**config.mk**
```make
export PLATFORM = sky130hd
export DESIGN_NAME = sysio_ctl
export DESIGN_NICKNAME = d
export VERILOG_FILES = /design/src/rtl/sysio_pkg.sv /design/src/rtl/sysio_decode.sv /design/src/rtl/sysio_regs.sv /design/src/rtl/sysio_rdmux.sv /design/src/rtl/sysio_mmio.sv /design/src/rtl/sysio_ctl.sv
export SDC_FILE = /design/constraint.sdc
export NUM_CORES = 1
export LEC_CHECK = 0
export BUFFER_PORTS_ARGS = -buffer_cell sky130_fd_sc_hd__buf_2
export CAP_MARGIN = 20
export CELL_PAD_IN_SITES_DETAIL_PLACEMENT = 0
export CELL_PAD_IN_SITES_GLOBAL_PLACEMENT = 1
export CORE_MARGIN = 2
export CORE_UTILIZATION = 27
export DETAILED_ROUTE_END_ITERATION = 12
export GPL_ROUTABILITY_DRIVEN = 0
export PLACE_DENSITY = 0.86
export SYNTH_ARGS = -nofsm -noshare
export SYNTH_HDL_FRONTEND = slang
export SYNTH_HIERARCHICAL = 1
export SYNTH_SLANG_ARGS = --single-unit
export TNS_END_PERCENT = 10
```
**constraint.sdc**
```tcl
create_clock -name clk -period 4.23 [get_ports clk]
set_clock_uncertainty 0.2 [all_clocks]
set_input_delay 0.2115 -clock clk [delete_from_list [all_inputs] [get_ports clk]]
set_output_delay 0.2115 -clock clk [all_outputs]
set_load 0.1 [all_outputs]
```
**src/rtl/sysio_pkg.sv**
```systemverilog
package sysio_pkg;

    localparam int BYTE_W = 8;

    // Most-significant-first bit numbering: bit n has weight 1 << (7 - n)
    function automatic logic [BYTE_W-1:0] msb0_bit(input int n);
        return BYTE_W'(1) << (BYTE_W - 1 - n);
    endfunction

    localparam logic [BYTE_W-1:0] SRST_BIT    = msb0_bit(7);
    localparam logic [BYTE_W-1:0] LE_REQ_BIT  = msb0_bit(6);
    localparam logic [BYTE_W-1:0] SYSCTL_MASK = msb0_bit(0) | msb0_bit(1) |
                                                msb0_bit(2) | msb0_bit(3);
    localparam logic [BYTE_W-1:0] MAP_BIT     = msb0_bit(7);
    localparam logic [BYTE_W-1:0] FLOAT_BUS   = '1;

    localparam logic [15:0] A_SRST    = 16'h0092;
    localparam logic [15:0] A_LIGHT   = 16'h0808;
    localparam logic [15:0] A_EQUIP   = 16'h080C;
    localparam logic [15:0] A_PASS1   = 16'h0810;
    localparam logic [15:0] A_PASS2   = 16'h0812;
    localparam logic [15:0] A_L2INV   = 16'h0814;
    localparam logic [15:0] A_KEYLOCK = 16'h0818;
    localparam logic [15:0] A_SYSCTL  = 16'h081C;
    localparam logic [15:0] A_MAPTYPE = 16'h0850;
    localparam logic [15:0] A_BOARD   = 16'h0852;

    typedef enum logic [3:0] {
        P_NONE, P_SRST, P_LIGHT, P_EQUIP, P_PASS1, P_PASS2,
        P_L2INV, P_KEYLOCK, P_SYSCTL, P_MAPTYPE, P_BOARD
    } port_e;

    typedef struct packed {
        logic [BYTE_W-1:0] srst;
        logic [BYTE_W-1:0] sysctl;
        logic [BYTE_W-1:0] maptype;
    } regs_t;

    function automatic port_e decode_port(input logic [15:0] a);
        case (a)
            A_SRST:    return P_SRST;
            A_LIGHT:   return P_LIGHT;
            A_EQUIP:   return P_EQUIP;
            A_PASS1:   return P_PASS1;
            A_PASS2:   return P_PASS2;
            A_L2INV:   return P_L2INV;
            A_KEYLOCK: return P_KEYLOCK;
            A_SYSCTL:  return P_SYSCTL;
            A_MAPTYPE: return P_MAPTYPE;
            A_BOARD:   return P_BOARD;
            default:   return P_NONE;
        endcase
    endfunction

    function automatic logic is_write_only(input port_e p);
        return (p == P_LIGHT) || (p == P_PASS1) || (p == P_PASS2) || (p == P_L2INV);
    endfunction

endpackage

```
**src/rtl/sysio_decode.sv**
```systemverilog
module sysio_decode
    import sysio_pkg::*;
#(
    parameter int ADDR_W = 16
) (
    input  logic [ADDR_W-1:0] addr,
    output port_e             port
);
    localparam int PAD_W = (ADDR_W > 16) ? ADDR_W - 16 : 1;

    logic [15:0] addr16;

    generate
        if (ADDR_W > 16) begin : g_wide
            logic [PAD_W-1:0] upper;
            assign upper  = addr[ADDR_W-1:16];
            assign addr16 = (upper == '0) ? addr[15:0] : 16'hFFFF;
        end else begin : g_narrow
            assign addr16 = 16'(addr);
        end
    endgenerate

    assign port = decode_port(addr16);
endmodule

```
**src/rtl/sysio_regs.sv**
```systemverilog
module sysio_regs
    import sysio_pkg::*;
(
    input  logic              clk,
    input  logic              rst,
    input  logic              wr,
    input  port_e             port,
    input  logic [BYTE_W-1:0] wdata,
    output regs_t             q,
    output logic              le_err
);
    always_ff @(posedge clk) begin
        if (rst) begin
            q.srst    <= '0;
            q.sysctl  <= '0;
            q.maptype <= MAP_BIT;
            le_err    <= 1'b0;
        end else if (wr) begin
            case (port)
                P_SRST: begin
                    q.srst <= wdata & SRST_BIT;
                    if ((wdata & LE_REQ_BIT) != '0) le_err <= 1'b1;
                end
                P_SYSCTL:  q.sysctl  <= wdata & SYSCTL_MASK;
                P_MAPTYPE: q.maptype <= wdata & MAP_BIT;
                default: ;
            endcase
        end
    end

    AST_SRST_LOAD: assert property (@(posedge clk) disable iff (rst)
        (wr && port == P_SRST) |=> (q.srst == ($past(wdata) & SRST_BIT)));

    AST_LE_STICKY: assert property (@(posedge clk) disable iff (rst)
        le_err |=> le_err);

    AST_MAP_LOAD: assert property (@(posedge clk) disable iff (rst)
        (wr && port == P_MAPTYPE) |=> (q.maptype == ($past(wdata) & MAP_BIT)));

    AST_SRST_HOLD: assert property (@(posedge clk) disable iff (rst)
        !(wr && port == P_SRST) |=> $stable(q.srst));
endmodule

```
**src/rtl/sysio_rdmux.sv**
```systemverilog
module sysio_rdmux
    import sysio_pkg::*;
#(
    parameter logic [7:0] EQUIP_STRAP = 8'h00,
    parameter logic [7:0] BOARD_ID    = 8'h00
) (
    input  logic              clk,
    input  logic              rst,
    input  logic              rd,
    input  port_e             port,
    input  regs_t             q,
    output logic [BYTE_W-1:0] rdata
);
    always_comb begin
        rdata = FLOAT_BUS;
        if (rd) begin
            case (port)
                P_SRST:    rdata = q.srst;
                P_EQUIP:   rdata = EQUIP_STRAP;
                P_KEYLOCK: rdata = '0;
                P_SYSCTL:  rdata = q.sysctl;
                P_MAPTYPE: rdata = q.maptype;
                P_BOARD:   rdata = BOARD_ID;
                default:   rdata = FLOAT_BUS;
            endcase
        end
    end

    AST_SYSCTL_LOW_CLEAR: assert property (@(posedge clk) disable iff (rst)
        (rd && port == P_SYSCTL) |-> ((rdata & ~SYSCTL_MASK) == '0));

    AST_SRST_READ_CLEAN: assert property (@(posedge clk) disable iff (rst)
        (rd && port == P_SRST) |-> ((rdata & ~SRST_BIT) == '0));

    AST_WO_FLOATS: assert property (@(posedge clk) disable iff (rst)
        (rd && is_write_only(port)) |-> (rdata == FLOAT_BUS));
endmodule

```
**src/rtl/sysio_mmio.sv**
```systemverilog
module sysio_mmio #(
    parameter logic [31:0] PARITY_BASE = 32'hBFFF_EFF0
) (
    input  logic        clk,
    input  logic        rst,
    input  logic [31:0] addr,
    input  logic        rd,
    input  logic [3:0]  be,
    output logic        ack,
    output logic        err,
    output logic [31:0] rdata
);
    localparam logic [29:0] WORD_IDX = PARITY_BASE[31:2];

    logic hit;

    assign hit   = rd && (addr[31:2] == WORD_IDX);
    assign ack   = hit;
    assign err   = hit && ((be != 4'hF) || (addr[1:0] != 2'b00));
    assign rdata = '0;

    AST_MM_ERR_NEEDS_ACK: assert property (@(posedge clk) disable iff (rst)
        err |-> ack);

    AST_MM_IDLE_QUIET: assert property (@(posedge clk) disable iff (rst)
        !rd |-> (!ack && !err));
endmodule

```
**src/rtl/sysio_ctl.sv**
```systemverilog
module sysio_ctl
    import sysio_pkg::*;
#(
    parameter int          ADDR_W      = 16,
    parameter logic [7:0]  EQUIP_STRAP = 8'h00,
    parameter logic [7:0]  BOARD_ID    = 8'h00,
    parameter logic [31:0] PARITY_BASE = 32'hBFFF_EFF0
) (
    input  logic              clk,
    input  logic              rst,
    input  logic [ADDR_W-1:0] io_addr,
    input  logic              io_rd,
    input  logic              io_wr,
    input  logic [7:0]        io_wdata,
    output logic [7:0]        io_rdata,
    input  logic [31:0]       mm_addr,
    input  logic              mm_rd,
    input  logic [3:0]        mm_be,
    output logic              mm_ack,
    output logic              mm_err,
    output logic [31:0]       mm_rdata,
    output logic              soft_reset_o,
    output logic              noncontig_map_o,
    output logic              le_err_o
);
    port_e port;
    regs_t q;

    sysio_decode #(.ADDR_W(ADDR_W)) i_decode (
        .addr (io_addr),
        .port (port)
    );

    sysio_regs i_regs (
        .clk    (clk),
        .rst    (rst),
        .wr     (io_wr),
        .port   (port),
        .wdata  (io_wdata),
        .q      (q),
        .le_err (le_err_o)
    );

    sysio_rdmux #(.EQUIP_STRAP(EQUIP_STRAP), .BOARD_ID(BOARD_ID)) i_rdmux (
        .clk   (clk),
        .rst   (rst),
        .rd    (io_rd),
        .port  (port),
        .q     (q),
        .rdata (io_rdata)
    );

    sysio_mmio #(.PARITY_BASE(PARITY_BASE)) i_mmio (
        .clk   (clk),
        .rst   (rst),
        .addr  (mm_addr),
        .rd    (mm_rd),
        .be    (mm_be),
        .ack   (mm_ack),
        .err   (mm_err),
        .rdata (mm_rdata)
    );

    assign soft_reset_o    = (q.srst & SRST_BIT) != '0;
    assign noncontig_map_o = (q.maptype & MAP_BIT) != '0;

    AST_MAP_AFTER_RESET: assert property (@(posedge clk) disable iff (rst)
        $past(rst) |-> (noncontig_map_o && !soft_reset_o && !le_err_o));

    AST_KEYLOCK_ZERO: assert property (@(posedge clk) disable iff (rst)
        (io_rd && io_addr == ADDR_W'(16'h0818)) |-> (io_rdata == 8'h00));

    AST_IDLE_FLOAT: assert property (@(posedge clk) disable iff (rst)
        !io_rd |-> (io_rdata == 8'hFF));
endmodule

```
# Word level (Yosys, flattened, before mapping)

Cells that the tools add are included.

Register bits: 7
Input bits: 65

Equality and inequality tests: 18
Muxes and demuxes: 3
Reduce and logical (&&, ||, !) cells: 9

Operators with widths:

| operator                                        | count |
|---|---|
| == test 16 x 12 -> 1 bit, second input constant | 9 |
| one-hot mux 4 bit (10 select lines)             | 1 |
| one-hot mux 8 bit (4 select lines)              | 1 |
| == test 30 bit, second input constant           | 1 |
| == test 16 x 8 -> 1 bit, second input constant  | 1 |
| == test 4 bit, second input constant            | 3 |
| two-way mux 8 bit                               | 1 |
| AND reduction 2 bit                             | 3 |
| == test 4 x 1 -> 1 bit, second input constant   | 1 |
| == test 4 x 2 -> 1 bit, second input constant   | 1 |
| == test 4 x 3 -> 1 bit, second input constant   | 1 |
| != test 4 bit, second input constant            | 1 |
| AND reduction 3 bit                             | 1 |
| OR reduction 3 bit                              | 1 |
| logical AND 1 bit                               | 2 |
| nonzero test 2 bit                              | 1 |
| logical OR 1 bit                                | 1 |

# Longest topological paths before layout

Gate-level depths: netlist (run 1).

Depth in word-level cells: 6
Mapped depth: 10
Gate-level depth less buffers: 7

# Hierarchy

The synthesis (run 1) kept the hierarchy.

Modules (own cells, without submodules):

| module       | times used | cells each | area each (um^2) | seq. area each (um^2) |
|---|---|---|---|---|
| sysio_regs   | 1          | 51         | 451.7            | 140.1 |
| sysio_mmio   | 1          | 47         | 337.8            | 0.0 |
| sysio_rdmux  | 1          | 43         | 315.3            | 0.0 |
| sysio_decode | 1          | 31         | 212.7            | 0.0 |

# Least setup slack after synthesis (run 1)

No wires, ideal clock.

Kind: in2out
From: input port mm_addr[12]
To: output port mm_err
Arrival time: 2.980 ns
Data required time: 3.818 ns
Setup slack: 0.838 ns
Stages on the path: 3
Cell sequence: nand4b_1 or4_1 nor3_1

Cells in the longest elaborated chain, start to end: 3

Ends and longest elaborated chain:

| what              | RTL line         | source |
|---|---|---|
| start, declared   | sysio_ctl.sv:16  | `input logic [31:0] mm_addr,` |
| == test 30 bit    | sysio_mmio.sv:17 | `assign hit = rd && (addr[31:2] == WORD_IDX);` |
| logical AND 1 bit | sysio_mmio.sv:17 |  |
| logical AND 1 bit | sysio_mmio.sv:19 | `assign err = hit && ((be != 4'hF) \|\| (addr[1:0] != 2'b00));` |
| end, declared     | sysio_ctl.sv:20  | `output logic mm_err,` |

Every way passes these cells.

# Worst setup path after layout (run 1)

From: input port io_addr[8]
To: output port io_rdata[0]

Cells in the longest elaborated chain, start to end: 6

Ends and longest elaborated chain:

| what                                                                       | RTL line          | source |
|---|---|---|
| start, declared                                                            | sysio_ctl.sv:11   | `input logic [ADDR_W-1:0] io_addr,` |
| == test 16 x 12 -> 1 bit / == test 16 x 8 -> 1 bit (equally long branches) | sysio_pkg.sv:40   | `case (a)` |
| one-hot mux 4 bit (10 select lines) (*)                                    | sysio_pkg.sv:40   |  |
| via port[3]                                                                | sysio_ctl.sv:26   | `port_e port;` |
| == test 4 x 2 -> 1 bit, or another cell as far along                       | sysio_rdmux.sv:17 | `case (port)` |
| OR reduction 3 bit (no line)                                               | n/a               |  |
| one-hot mux 8 bit (4 select lines) (*)                                     | sysio_rdmux.sv:17 |  |
| two-way mux 8 bit (*)                                                      | sysio_rdmux.sv:16 | `if (rd) begin` |
| end, declared                                                              | sysio_ctl.sv:15   | `output logic [7:0] io_rdata,` |

Mark *: on every way through the listed nets, which the timed path passes. The rest lies on a longest branch.

==> results_dict.tcl, run 1 <==
set metrics [dict create \
    status "finished, final reports clean" \
    setup_repair_after_global_routing_missed_its_margin "no" \
    final_worst_path_cycle_share 0.706 \
    detailed_place_hpwl_um 2400 \
    grt_start_max_net_pins 24 \
    tritoncts.num_buffers 3 \
    effective_utilization_at_floorplan 0.279 \
    pin_count 110 \
    synth.area.mux_share 0.0912 \
    drc 0 \
    intPower_uw 161 \
    finish.net_count 310 \
    clockPowerShare 0.282 \
    worst_ep_required_time_ps 3820 \
    area_delta_synth_final_pct 21.2 \
    syn-cell-area_sq_um 1320 \
    grt.total_usage 0.0942 \
    synth_fa_ha_area_frac 0.00760 \
    comb_power_share 0.520 \
    switchingPower_uw 175 \
    endpoint_kind "primary output" \
    ys_seq_area_frac 0.106 \
    synth_warnings 6 \
    cts_tree "yes" \
    syn_avg_cell_area_sq_um 7.66 \
    cellPowerDensity_nw_per_um2 211 \
    worst_path_max_delay_cell "sky130_fd_sc_hd__or4_4" \
    cts-htree-levels 1 \
    drive_above_1_share 0.365 \
    grt_first_pass_wirelength_um 4040 \
    globalRoute.totalOverflow 0 \
    timing.critical_path.from_type "input pin" \
    clkSinkCount 7 \
    ys_seq_elements 7 \
    timing.final.max_slew_violations 0 \
    compound_cell_area_share_of_the_yosys_netlist 0.162 \
    wirelength_um 2840 \
    ys_types 44 \
    synth-edff-count 0 \
    worst_margin_pin_slew_ps 510 \
    max_freq_mhz 335 \
    post_synth_inst_count 172 \
    drt_pre_antenna_iters 4 \
    async_flop_share 0 \
    hold_viol_final 0 \
    first_iter_violations 10 \
    worst-path-max-fanout 22 \
    clock_insertion_delay_worst_skew_ps 230 \
    vias_in_the_first_global_route 1054 \
    grt_antenna_before_repair 0 \
    quantity_of_i_o_buffers_inserted_on_ports 75 \
    hold_path_class "input pin to register" \
    die_width_um 73.9 \
    synthSimpleGateAreaFrac 0.285 \
    design.die.area_sq_um 5450 \
    ys_dominant_reg_cell "sky130_fd_sc_hd__dfxtp_1" \
    nFillCells 503 \
    slew_headroom 0.662 \
    site_row_count 25 \
    delay_of_the_slowest_cell_on_the_worst_path_ps 530 \
    leakagePower_uw 0.000708 \
    antenna_cells 0 \
    route.detailed.vias_per_inst 4.01 \
    peakVddDrop_mv 0.157 \
    cp.arrival_ps 2570 \
    finalSetupViolations 0 \
    cts_max_path_buffers 2 \
    post-route-min-period_ps 2990 \
    synth_xor_xnor_area_share 0.00665 \
    clockRootBuffer "sky130_fd_sc_hd__clkbuf_8" \
    maximum_capacitance_violations 0 \
    cts.clk_slew.worst_paths_ps 40 \
    die-height_um 73.9 \
    routedWlPerCell_um 9.13 \
    critical_path_cell_by_cell "buf_2, or4_4, nor4_4, nand3_2, nor2_1, buf_4, nor2_1, o41ai_4, nand2_1, buf_2" \
    main_combinational_cell_family_by_area_after_synthesis "buffers and inverters" \
    totalPowerFinal_uw 336 \
    postRouteAntennaNets 0 \
    tns_ps 0 \
    power.share.sequential 0.197 \
    ws_path_type "input pin to primary output" \
    vias 1246 \
    core-area_sq_um 4720 \
    sw_frac_of_total 0.521 \
]
-- timing repair --
action,in CTS,in global routing
endpoints found under the hold margin,1,0
resized for setup,0,0
buffers inserted,0,0
hold buffers,1,0
setup endpoints to repair,0,0
-- power by group through the flow --
stage / clock [uW] / sequential, uW / combinational [uW]
finish: 95.0 / 66.3 / 175
global route: 100 / 66.2 / 184
CTS: 97.9 / 66.3 / 175
detailed placement: 0 / 67.4 / 174
global placement: 0 / 67.4 / 173
floorplan: 0 / 67.4 / 177
-- logic make-up (layout without fill, tap and decap cells) --
logic type	after synthesis	after routing
multiplexers	12	12
AND/OR/NAND/NOR	60	60
other	2	50
buffers and inverters	61	85
flip-flops	7	7
adder cells (fa/ha/maj)	1	1
XOR/XNOR	1	1
AO/OA/AOI/OAI	28	28
-- worst max-delay path, delay by kind of cell --
kind                   cells  cell delay [ps]
buffers and inverters      3              640
and+or+nand+nor            6             1270
AOI/OAI and AO/OA          1              430
-- routing by layer --
metal,up-vias,track usage,routed length [um]
met5,-,0,0
li1,650,-,-
met3,5,0.0137,326
met1,506,0.0937,1150
met4,0,0.0424,44
met2,85,0.188,1320
-- path summary, 6_finish.rpt --
path                start       endpoint  slack, ps  depth (start not counted)
max            io_addr[8]    io_rdata[0]       1240                         10
max reg2reg  i_regs/q[16]   i_regs/q[16]       3270                          3
min           io_wdata[1]  i_regs/le_err         20                          3
min reg2reg  i_regs/q[15]   i_regs/q[15]        260                          2
-- final cells by class --
cell class                      count  area [sq um]  area share
Multi-Input combinational cell    152           916       0.574
Timing Repair Buffer               78           400       0.251
Sequential cell                     7           140      0.0878
Tap cell                           67          83.8      0.0525
Clock buffer                        4          45.0      0.0282
Inverter                            3          11.3     0.00705
-- per-stage QoR --
step	cells	area (sq um)	hold WS [ps]	utilization	worst slack (ps)
detailed placement	306	1540	206	0.326	1220
global placement	306	1540	201	0.326	1200
floorplan	220	1500	83.9	-	838
CTS	311	1600	17.3	0.338	1220
global route	311	1600	48.5	0.338	996
finish	311	1600	21.8	0.338	1240
-- registers in the layout, summed over array words and instances, names as in the netlist --
signal / count
i_regs/le_err: 1
i_regs/q: 6
-- cell usage after synthesis, types with 2 or more instances --
library cell	n	area (sq um)
sky130_fd_sc_hd__buf_4	50	375
sky130_fd_sc_hd__nand4_1	6	37.5
sky130_fd_sc_hd__nor3_1	2	10.0
sky130_fd_sc_hd__a21oi_1	10	50.1
sky130_fd_sc_hd__a31oi_1	3	18.8
sky130_fd_sc_hd__conb_1	2	7.51
sky130_fd_sc_hd__buf_6	3	33.8
sky130_fd_sc_hd__clkbuf_1	3	11.3
sky130_fd_sc_hd__nor2b_1	3	18.8
sky130_fd_sc_hd__a211o_1	8	70.1
sky130_fd_sc_hd__nand4b_1	2	17.5
sky130_fd_sc_hd__mux2i_1	12	120
sky130_fd_sc_hd__nand2_1	20	75.1
sky130_fd_sc_hd__inv_1	2	7.51
sky130_fd_sc_hd__dfxtp_1	7	140
sky130_fd_sc_hd__nand3b_1	3	22.5
sky130_fd_sc_hd__nor2_1	5	18.8
sky130_fd_sc_hd__or4_1	2	15.0
sky130_fd_sc_hd__buf_2	2	10.0
sky130_fd_sc_hd__nand2b_1	3	18.8
-- placed cells by master (no fill, tap or decap), types with 3 or more instances in the layout --
cell	count
sky130_fd_sc_hd__a211o_1	8
sky130_fd_sc_hd__a21oi_1	10
sky130_fd_sc_hd__a31oi_1	3
sky130_fd_sc_hd__buf_2	75
sky130_fd_sc_hd__clkbuf_8	3
sky130_fd_sc_hd__conb_1	50
sky130_fd_sc_hd__dfxtp_1	7
sky130_fd_sc_hd__mux2i_1	12
sky130_fd_sc_hd__nand2_1	20
sky130_fd_sc_hd__nand2b_1	3
sky130_fd_sc_hd__nand3b_1	3
sky130_fd_sc_hd__nand4_1	6
sky130_fd_sc_hd__nor2_1	5
sky130_fd_sc_hd__nor2b_1	3
Note: power is estimated with default switching activity, not from simulation.
==> run 2: changes to the inputs <==
--- a/config.mk
+++ b/config.mk
@@ -10,10 +10,10 @@
 export CELL_PAD_IN_SITES_DETAIL_PLACEMENT = 0
 export CELL_PAD_IN_SITES_GLOBAL_PLACEMENT = 1
 export CORE_MARGIN = 2
-export CORE_UTILIZATION = 27
+export CORE_UTILIZATION = 23
 export DETAILED_ROUTE_END_ITERATION = 12
 export GPL_ROUTABILITY_DRIVEN = 0
-export PLACE_DENSITY = 0.86
+export PLACE_DENSITY = 0.78
 export SYNTH_ARGS = -nofsm -noshare
 export SYNTH_HDL_FRONTEND = slang
 export SYNTH_HIERARCHICAL = 1
==> constraint.sdc (replaced) <==
create_clock -name clk -period 2.4 [get_ports clk]
set_clock_uncertainty 0.2 [all_clocks]
set_input_delay 0.12 -clock clk [delete_from_list [all_inputs] [get_ports clk]]
set_output_delay 0.12 -clock clk [all_outputs]
set_load 0.1 [all_outputs]
==> run 2 against run 1 <==
Compared with the run above: the run now ends with negative setup slack left; setup slack got worse by 1400 ps; register-to-register slack worse by 1800 ps; via count up 10%; non-clock buffer count grew 22; sequential share of layout area is 1.9 points lower; clock power is 80% higher; core utilization is 3.1 points higher; sequential power is 76% higher; first-iteration DRC count rose by 80%.
==> results_dict.tcl, run 2 (synthesis results as in run 1) <==
set metrics [dict create \
    sw_frac_of_total 0.519 \
    grt.total_usage 0.0948 \
    cts.clk_slew.worst_paths_ps 40 \
    post-route-util 0.369 \
    worst_ep_required_time_ps 2080 \
    ws_path_type "input pin to primary output" \
    cellPowerDensity_nw_per_um2 300 \
    peakVddDrop_mv 0.310 \
    source_of_the_worst_register_to_register_timing_path "i_regs/q[16]" \
    core-area_sq_um 5510 \
    quantity_of_i_o_buffers_inserted_on_ports 75 \
    tritoncts.num_buffers 3 \
    comb_power_share 0.528 \
    final_common_cell "sky130_fd_sc_hd__buf_2" \
    destination_of_the_worst_register_to_register_timing_path "i_regs/q[16]" \
    top_register "i_regs/q" \
    die-height_um 79.7 \
    postLayoutSetupSlackWorst_ps -138 \
    timing.hold.worst.start "io_wr" \
    cts-htree-levels 1 \
    grt_antenna_before_repair 0 \
    wirelength_um 3190 \
    leakagePower_uw 0.000910 \
    finalSetupViolations 8 \
    mostFrequentLayoutCells "sky130_fd_sc_hd__buf_2, sky130_fd_sc_hd__conb_1, sky130_fd_sc_hd__nand2_1, sky130_fd_sc_hd__mux2i_1, sky130_fd_sc_hd__buf_4" \
    vias_in_the_first_global_route 1204 \
    switchingPower_uw 316 \
    place_worst_setup_slack_ps -320 \
    fin_worst_hold_slack_ps 207 \
    drt_pre_antenna_iters 3 \
    intPower_uw 293 \
    routedWlPerCell_um 9.43 \
    maximum_capacitance_violations 0 \
    drc 0 \
    reg_top3 "i_regs/q: 6 flops, i_regs/le_err: 1 flops" \
    area.sequential_sq_um 140 \
    site_row_count 27 \
    clock_insertion_delay_worst_skew_ps 230 \
    holdPathEnd "i_regs/q[0]" \
    area_delta_synth_final_pct 54.1 \
    setup_repair_after_global_routing_missed_its_margin "yes" \
    hold_viol_final 0 \
    grt_first_pass_wirelength_um 4890 \
    worst_r2r_path_depth 3 \
    pin_count 110 \
    grt_start_max_net_pins 16 \
    endpoint_kind "primary output" \
    nFillCells 567 \
    effective_utilization_at_floorplan 0.239 \
    vias 1372 \
    antenna_cells 0 \
    clkSinkCount 7 \
    totalPowerFinal_uw 608 \
    regToRegSetupSlack_ps 1440 \
    clockPowerShare 0.280 \
    design.die.area_sq_um 6350 \
    postRouteAntennaNets 0 \
    cts_max_path_buffers 2 \
    first_iter_violations 18 \
    final_worst_path_cycle_share 1.06 \
    route.detailed.vias_per_inst 4.06 \
    power.share.sequential 0.192 \
    die_width_um 79.7 \
    timing.final.max_slew_violations 0 \
    globalRoute.totalOverflow 0 \
    hold_path_class "input pin to register" \
    largest_register_ffs 6 \
    timing.critical_path.from_type "input pin" \
    violations "negative setup slack" \
    clockRootBuffer "sky130_fd_sc_hd__clkbuf_8" \
    finish.net_count 332 \
    multi_input_comb_area_sq_um 1010 \
    status "finished, violations left" \
    max_freq_mhz 394 \
    drive_above_1_share 0.451 \
    cp.arrival_ps 2220 \
    cts_tree "yes" \
    tns_ps -874 \
    worst-path-max-fanout 5 \
    min_delay_path_depth 4 \
    post-route-min-period_ps 2540 \
    detailed_place_hpwl_um 2540 \
]
run 2: layer usage:
| layer | vias up | part of all wire | global-route usage |
|---|---|---|---|
| met5 | - | 0 | 0 |
| met4 | 0 | 0.025 | 0.0379 |
| met3 | 7 | 0.12 | 0.0158 |
| met2 | 86 | 0.49 | 0.185 |
| met1 | 583 | 0.37 | 0.0989 |
| li1 | 696 | - | - |
run 2: worst max-delay path by stage:
stage           startpoint     endpoint  slack (ps)
5_1_grt        io_addr[12]  io_rdata[6]        -260
4_1_cts         io_addr[8]  io_rdata[1]        -140
2_1_floorplan   io_addr[8]  io_rdata[5]        -490
6_report       io_addr[12]  io_rdata[0]        -140
3_5_place_dp    io_addr[8]  io_rdata[1]        -320
3_3_place_gp    io_addr[8]  io_rdata[1]        -300
run 2: area by class of cell:
cell class,count,area share
well taps,72,0.0444
flip-flops and latches,7,0.0690
clock buffers,4,0.0222
inverters,3,0.00555
multi-input cells,152,0.500
repair buffers,100,0.359
run 2: metrics by stage:
step,instance area [sq um],cells
final,2030,338
after global routing,2030,338
after CTS,1870,336
after detailed placement,1650,324
after global placement,1650,324
after floorplan,1500,220
run 2: worst max-delay path, stage by stage:
cell and delay [ps]:
sky130_fd_sc_hd__buf_6 90, sky130_fd_sc_hd__or4_4 530, sky130_fd_sc_hd__nor4_4 340, sky130_fd_sc_hd__a21boi_4 250
sky130_fd_sc_hd__buf_6 140, sky130_fd_sc_hd__buf_4 110, sky130_fd_sc_hd__mux2i_1 70, sky130_fd_sc_hd__a211o_1 320
sky130_fd_sc_hd__nand2_4 80, sky130_fd_sc_hd__buf_12 170
run 2: what timing repair did:
action	4_1_cts	5_1_grt
buffers inserted	1	2
pin swaps	1	9
hold buffers	7	0
hold endpoints to repair	6	0
gates resized for setup	27	37
setup endpoints to repair	8	13
run 2: power groups by stage:
| stage | sequential (uW) | combinational [uW] | clock (uW) |
|---|---|---|---|
| after global routing | 117 | 335 | 183 |
| after detailed placement | 119 | 308 | 0 |
| after CTS | 117 | 317 | 178 |
| final | 117 | 321 | 171 |
| after floorplan | 119 | 311 | 0 |
| after global placement | 119 | 307 | 0 |
